===== src/rtl/ppf_pkg.sv =====
package ppf_pkg;
   typedef enum logic [2:0] {
      PM_COMPAT = 3'b000,
      PM_BIDIR  = 3'b001,
      PM_AUTO   = 3'b010,
      PM_XCAP   = 3'b011,
      PM_EPAR   = 3'b100,
      PM_SPARE  = 3'b101,
      PM_DIAG   = 3'b110,
      PM_SETUP  = 3'b111
   } port_mode_e;
endpackage


===== src/rtl/ppf_mode_dec.sv =====
module ppf_mode_dec
   import ppf_pkg::*;
(
   input  logic [2:0] mode_i,
   input  logic       dir_i,
   input  logic       host_wr_i,
   input  logic       host_wr_cmd_i,
   input  logic       host_rd_i,
   input  logic       port_rx_i,
   input  logic       port_tx_rd_i,
   output logic       clr_o,
   output logic       diag_o,
   output logic       tx_en_o,
   output logic       push_req_o,
   output logic       push_from_rx_o,
   output logic       push_tag_o,
   output logic       host_pop_req_o,
   output logic       tx_pop_req_o
);
   port_mode_e mode;
   logic       host_wr_en;

   always_comb begin
      mode           = port_mode_e'(mode_i);
      clr_o          = (mode == PM_COMPAT);
      diag_o         = (mode == PM_DIAG);
      tx_en_o        = (mode == PM_AUTO) || ((mode == PM_XCAP) && !dir_i);
      host_wr_en     = tx_en_o || diag_o;
      push_from_rx_o = (mode == PM_XCAP) && dir_i && port_rx_i;
      push_req_o     = push_from_rx_o || (host_wr_en && host_wr_i);
      push_tag_o     = !push_from_rx_o && (mode == PM_XCAP) && host_wr_cmd_i;
      host_pop_req_o = host_rd_i && (diag_o || ((mode == PM_XCAP) && dir_i));
      tx_pop_req_o   = port_tx_rd_i && tx_en_o;
   end
endmodule


===== src/rtl/ppf_ptr.sv =====
module ppf_ptr #(
   parameter int AW = 4
) (
   input  logic        clk,
   input  logic        rst_n,
   input  logic        clr_i,
   input  logic        inc_i,
   output logic [AW:0] ptr_o
);
   initial assert (AW >= 1) else $error("ppf_ptr: AW must be at least 1");

   always_ff @(posedge clk or negedge rst_n) begin
      if (!rst_n)      ptr_o <= '0;
      else if (clr_i)  ptr_o <= '0;
      else if (inc_i)  ptr_o <= ptr_o + 1'b1;
   end

   // the clear wins over an increment in the same cycle
   a_r2_ptr_clear: assert property (@(posedge clk) disable iff (!rst_n)
      clr_i |=> (ptr_o == '0));
endmodule


===== src/rtl/ppf_store.sv =====
module ppf_store #(
   parameter int DEPTH = 16,
   parameter int W     = 9,
   localparam int AW   = $clog2(DEPTH)
) (
   input  logic          clk,
   input  logic          we_i,
   input  logic [AW-1:0] waddr_i,
   input  logic [W-1:0]  wdata_i,
   input  logic [AW-1:0] raddr_i,
   output logic [W-1:0]  rdata_o
);
   logic [W-1:0] slot_q [DEPTH];

   for (genvar i = 0; i < DEPTH; i++) begin : g_slot
      always_ff @(posedge clk) begin
         if (we_i && (waddr_i == AW'(i))) slot_q[i] <= wdata_i;
      end
   end

   assign rdata_o = slot_q[raddr_i];
endmodule


===== src/rtl/ppf_queue.sv =====
module ppf_queue #(
   parameter int DATA_W = 8,
   parameter int DEPTH  = 16,
   parameter int THRESH = 8
) (
   input  logic              clk,
   input  logic              rst_n,
   input  logic [2:0]        mode_i,
   input  logic              dir_i,
   input  logic              host_wr_i,
   input  logic [DATA_W-1:0] host_wr_data_i,
   input  logic              host_wr_cmd_i,
   input  logic              host_rd_i,
   input  logic              port_rx_i,
   input  logic [DATA_W-1:0] port_rx_data_i,
   input  logic              port_tx_rd_i,
   output logic              port_tx_valid_o,
   output logic [DATA_W-1:0] rd_data_o,
   output logic              rd_cmd_o,
   output logic              full_o,
   output logic              empty_o,
   output logic              thresh_o,
   output logic              overflow_o
);
   localparam int AW = $clog2(DEPTH);
   localparam int EW = DATA_W + 1;

   initial begin
      assert (DEPTH >= 2 && (DEPTH & (DEPTH - 1)) == 0)
         else $error("ppf_queue: DEPTH must be a power of two, at least 2");
      assert (THRESH >= 0 && THRESH <= DEPTH)
         else $error("ppf_queue: THRESH out of range");
      assert (DATA_W >= 1) else $error("ppf_queue: DATA_W must be positive");
   end

   logic        clr, diag, tx_en, push_req, push_rx, push_tag;
   logic        host_pop_req, tx_pop_req, pop_req;
   logic        push_ok, pop_ok;
   logic [AW:0] wptr, rptr, level;
   logic [EW-1:0] wentry, rentry;
   logic [DATA_W-1:0] rd_q;
   logic        tag_q, ovf_q;

   ppf_mode_dec u_dec (
      .mode_i        (mode_i),
      .dir_i         (dir_i),
      .host_wr_i     (host_wr_i),
      .host_wr_cmd_i (host_wr_cmd_i),
      .host_rd_i     (host_rd_i),
      .port_rx_i     (port_rx_i),
      .port_tx_rd_i  (port_tx_rd_i),
      .clr_o         (clr),
      .diag_o        (diag),
      .tx_en_o       (tx_en),
      .push_req_o    (push_req),
      .push_from_rx_o(push_rx),
      .push_tag_o    (push_tag),
      .host_pop_req_o(host_pop_req),
      .tx_pop_req_o  (tx_pop_req)
   );

   assign level   = wptr - rptr;
   assign empty_o = (level == '0);
   assign full_o  = (level == (AW+1)'(DEPTH));

   if (THRESH == 0) begin : g_thr_always
      assign thresh_o = 1'b1;
   end else begin : g_thr_cmp
      assign thresh_o = (level >= (AW+1)'(THRESH));
   end

   assign pop_req = host_pop_req || (tx_pop_req && !empty_o);
   assign push_ok = push_req && (diag || !full_o);
   assign pop_ok  = pop_req  && (diag || !empty_o);
   assign wentry  = {push_tag, push_rx ? port_rx_data_i : host_wr_data_i};

   ppf_ptr #(.AW(AW)) u_wptr (
      .clk(clk), .rst_n(rst_n), .clr_i(clr), .inc_i(push_ok), .ptr_o(wptr));

   ppf_ptr #(.AW(AW)) u_rptr (
      .clk(clk), .rst_n(rst_n), .clr_i(clr), .inc_i(pop_ok), .ptr_o(rptr));

   ppf_store #(.DEPTH(DEPTH), .W(EW)) u_store (
      .clk    (clk),
      .we_i   (push_ok),
      .waddr_i(wptr[AW-1:0]),
      .wdata_i(wentry),
      .raddr_i(rptr[AW-1:0]),
      .rdata_o(rentry)
   );

   always_ff @(posedge clk or negedge rst_n) begin
      if (!rst_n) begin
         rd_q  <= '0;
         tag_q <= 1'b0;
         ovf_q <= 1'b0;
      end else begin
         if (pop_ok) begin
            rd_q  <= rentry[DATA_W-1:0];
            tag_q <= rentry[DATA_W];
         end
         if (clr)                               ovf_q <= 1'b0;
         else if (push_req && full_o && !diag)  ovf_q <= 1'b1;
      end
   end

   assign rd_data_o       = rd_q;
   assign rd_cmd_o        = tag_q;
   assign overflow_o      = ovf_q;
   assign port_tx_valid_o = tx_en && !empty_o;

   // the compatible mode leaves the queue empty
   a_r2_compat_empty: assert property (@(posedge clk) disable iff (!rst_n)
      (mode_i == 3'b000) |=> empty_o);
   // a write that finds the queue full leaves the write pointer alone
   a_r8_full_drop: assert property (@(posedge clk) disable iff (!rst_n)
      (push_req && full_o && !diag && !clr) |=> $stable(wptr));
   // the overflow flag is sticky until the compatible mode
   a_r8_ovf_sticky: assert property (@(posedge clk) disable iff (!rst_n)
      (overflow_o && mode_i != 3'b000) |=> overflow_o);
   // a pop that finds the queue empty keeps the read byte
   a_r9_empty_hold: assert property (@(posedge clk) disable iff (!rst_n)
      (pop_req && empty_o && !diag) |=> $stable(rd_data_o));
   // nothing is offered to the port in the diagnostic mode
   a_r10_diag_no_tx: assert property (@(posedge clk) disable iff (!rst_n)
      (mode_i == 3'b110) |-> !port_tx_valid_o);
   // the two level flags never show together
   a_r6_flags_excl: assert property (@(posedge clk) disable iff (!rst_n)
      !(full_o && empty_o));
endmodule


===== config.mk =====
export PLATFORM = sky130hd
export DESIGN_NAME = ppf_queue
export DESIGN_NICKNAME = d
export VERILOG_FILES = /design/src/rtl/ppf_pkg.sv /design/src/rtl/ppf_mode_dec.sv /design/src/rtl/ppf_ptr.sv /design/src/rtl/ppf_store.sv /design/src/rtl/ppf_queue.sv
export SDC_FILE = /design/constraint.sdc
export NUM_CORES = 1
export LEC_CHECK = 0
export BUFFER_PORTS_ARGS = -buffer_cell sky130_fd_sc_hd__buf_2
export CAP_MARGIN = 0
export CORE_ASPECT_RATIO = 0.5
export CORE_MARGIN = 1
export CORE_UTILIZATION = 30
export DETAILED_ROUTE_END_ITERATION = 10
export HOLD_SLACK_MARGIN = 0.1
export MAX_ROUTING_LAYER = met4
export SYNTH_ARGS = -nofsm -noshare
export SYNTH_HDL_FRONTEND = slang
export SYNTH_SLANG_ARGS = --single-unit
export TNS_END_PERCENT = 1

===== constraint.sdc =====
create_clock -name clk -period 4.9 [get_ports clk]
set_input_delay 0.49 -clock clk [delete_from_list [all_inputs] [get_ports clk]]
set_output_delay 0.49 -clock clk [all_outputs]
set_load 0.005 [all_outputs]

==> impl_metrics.json <==
{
  "drcViolationCount": 0,
  "hp-class": "reg2reg",
  "synth_cell_types": 47,
  "ys_seq_elements": 164,
  "die-area_sq_um": 23600,
  "fillers": 2036,
  "synth_area_leaders": "edfxtp_1 63%, mux4_2 15%, dfrtp_1 7.3%",
  "vias": 3440,
  "cp.arrival_ns": 3.94,
  "synth_edf_count": 144,
  "comb_power_share_pct": 29.3,
  "cp_slowest_cell": "nor4bb_2",
  "crit_chain": "inv_1 > ha_1 > a21oi_1 > a21boi_0 > o211ai_1 > nor4b_4 > nor2_1 > nor4bb_2",
  "p_sw_mw": 1.22,
  "fin_ws_ns": 0.988,
  "timing.fmax_ghz": 0.256,
  "endpoint_kind": "register",
  "synth.top_cell.area_share_pct": 62.7,
  "nNetsFinal": 444,
  "yosysMostFrequentCell": "edfxtp_1",
  "critPathLaunchType": "register",
  "rows": 38,
  "final_cell_area_sq_um": 8020,
  "timing.final.crit_share_pct": 79.8,
  "pwr-share-seq_pct": 41.5,
  "worst_slew_pin_slew_ns": 1.29,
  "busiest_layer": "met2",
  "p_leak_nw": 2.69,
  "cts-root-buf": "clkbuf_16",
  "r2r_slack_ns": 0.99,
  "ant_nets": 0,
  "crit_path_max_incr_delay_ns": 1.07,
  "synthArstFlopShare_pct": 12.2,
  "clk_pin_slew_ns": 0.06,
  "n_antenna_cell": 0,
  "wire_per_inst_um": 20.4,
  "synth_area_per_cell_sq_um": 19.4,
  "core_sq_um": 22100,
  "drive_gt1_share_pct": 34.4,
  "clk_latency_ns": 0.42,
  "dpl.hpwl_um": 9810,
  "p_sw_share_pct": 29.7,
  "dr.first_iter.drc_count": 272,
  "max_slew_margin_pct": 13.5,
  "grt_max_degree": 41,
  "portBuffers": 40,
  "finalCriticalPeriod_ns": 3.91,
  "placed_area_sq_um": 7490,
  "gp_congestion": 0.795,
  "post_cts_buffers": 0,
  "met2_usage_pct": 19.4,
  "die_w_um": 216,
  "via_per_inst": 4.77,
  "syn2layout_area_growth_pct": 16.4,
  "first_pass_iters": 4,
  "grt_use_met3_pct": 2.87,
  "power_mw": 4.10,
  "grt_pass1_wl_um": 22000,
  "overflow": 0,
  "cts_tree": "done",
  "met1_usage_pct": 19.3,
  "power_frac_clock_pct": 29.2,
  "critPathMaxFanout": 14,
  "track_usage_pct": 13.7,
  "cts_made_buffers": 17,
  "start_util_pct": 31.2,
  "clock_skew_ns": 0.0122,
  "yosysTopAreaCell": "edfxtp_1",
  "synth_flop_cell": "edfxtp_1",
  "grt_pass1_vias": 3368,
  "post-place-ws_ns": 1.01,
  "power-per-cell-area_nw_per_um2": 511,
  "synth_area_sq_um": 6890,
  "cp.required_ns": 4.93,
  "rsz0062_at_grt": "false",
  "routed_wl_um": 14700,
  "yosysSeqAreaShare_pct": 70.0,
  "tns_ns": 0,
  "h-tree-depth": 4,
  "cts.sinks": 164,
  "final_max_slew_viol_count": 0,
  "synthCells": 355,
  "synth_warnings": 0,
  "critPathKind": "reg2reg",
  "cts_buffer_depth": 2,
  "peakVddDrop_mv": 0.290,
  "antenna_found_initial": 0,
  "cap_violations": 0,
  "die_y_um": 109,
  "ys_top_cells_by_count": "144 x edfxtp_1, 45 x mux4_2, 20 x dfrtp_1, 17 x mux2_2, 17 x nand2_1",
  "intPower_mw": 2.88,
  "finalHoldViolations": 0,
  "outcome": "completed",
  "ios": 41,
  "syn_nets": 391,
  "finalSetupViolations": 0
}
[state kept, by name, summed over array words and instances, names as in the netlist]
register	flops
overflow_o	1
rd_cmd_o	1
rd_data_o	8
u_rptr.ptr_o	5
u_store.slot_q	144
u_wptr.ptr_o	5
[power groups by stage]
stage               clock network [mW]  logic, mW  registers, mW
floorplan                            0      0.850           1.70
global placement                     0       1.20           1.73
detailed placement                   0       1.22           1.73
CTS                               1.22       1.22           1.70
global route                      1.27       1.32           1.71
finish                            1.20       1.20           1.70
[worst max-delay path: cells and delay by family (launching register included)]
| kind | cells | cell delay, ns |
|---|---|---|
| compound gates | 3 | 0.69 |
| fa+ha+maj | 1 | 0.37 |
| simple gates | 3 | 1.73 |
| flops | 1 | 0.64 |
| buf+inv | 1 | 0.09 |
[layout make-up]
| type | count | area [sq um] | area share (%) |
|---|---|---|---|
| clock buffer | 20 | 437 | 5.44 |
| clock inverter | 12 | 88.8 | 1.11 |
| inverter | 6 | 22.5 | 0.281 |
| multi-input combinational | 170 | 2000 | 25.0 |
| sequential | 164 | 4830 | 60.2 |
| tap | 300 | 375 | 4.68 |
| timing repair buffer | 49 | 270 | 3.37 |
[routing by layer]
metal | wire (um) | up-vias
li1 | - | 1567
met3 | 951 | 4
met1 | 7010 | 1783
met4 | 78 | 0
met5 | 0 | -
met2 | 6650 | 86
[what timing repair did]
item / CTS / global route
endpoints found under the hold margin: 20 / 0
resized for setup: 0 / 0
hold buffers: 1 / 0
[per-stage QoR]
| stage | cells | hold WS (ns) | utilization, % |
|---|---|---|---|
| 6_report | 721 | 0.501 | 36.3 |
| 5_1_grt | 721 | 0.511 | 36.3 |
| 4_1_cts | 721 | 0.486 | 36.3 |
| 3_5_place_dp | 688 | 0.486 | 33.9 |
| 3_3_place_gp | 688 | 0.477 | 33.9 |
| 2_1_floorplan | 355 | 0.194 | - |
[cell families after synthesis]
family,synth area share (%)
AO/OA/AOI/OAI,1.85
XOR/XNOR,0.254
adder cells (fa/ha/maj),1.63
buffers and inverters,1.47
flip-flops,70.0
multiplexers,18.6
AND/OR/NAND/NOR,6.14
[placed cells by master (no fill, tap or decap), types with 6 or more instances in the layout]
master	instances
mux2_2	17
clkbuf_16	17
and3_1	8
mux4_2	45
buf_4	8
ha_1	9
edfxtp_1	144
dfrtp_1	19
buf_2	40
mux2i_1	8
nand3_1	6
nand2_1	17
[final timing paths]
| path | startpoint | cells past startpoint | endpoint |
|---|---|---|---|
| min | overflow_o$_DFFE_PN0P_ | 1 | overflow_o$_DFFE_PN0P_ |
| max in group asynchronous | rst_n | 2 | u_rptr.ptr_o[0]$_DFFE_PN0P_ |
| min reg2reg | overflow_o$_DFFE_PN0P_ | 1 | overflow_o$_DFFE_PN0P_ |
| min in group asynchronous | rst_n | 2 | rd_data_o[2]$_DFFE_PN0P_ |
| max | u_rptr.ptr_o[2]$_DFFE_PN0P_ | 8 | u_store.slot_q[2][2]$_DFFE_PP_ |
| max reg2reg | u_rptr.ptr_o[2]$_DFFE_PN0P_ | 8 | u_store.slot_q[2][2]$_DFFE_PP_ |
No activity file was read; power rests on OpenSTA's default activity.
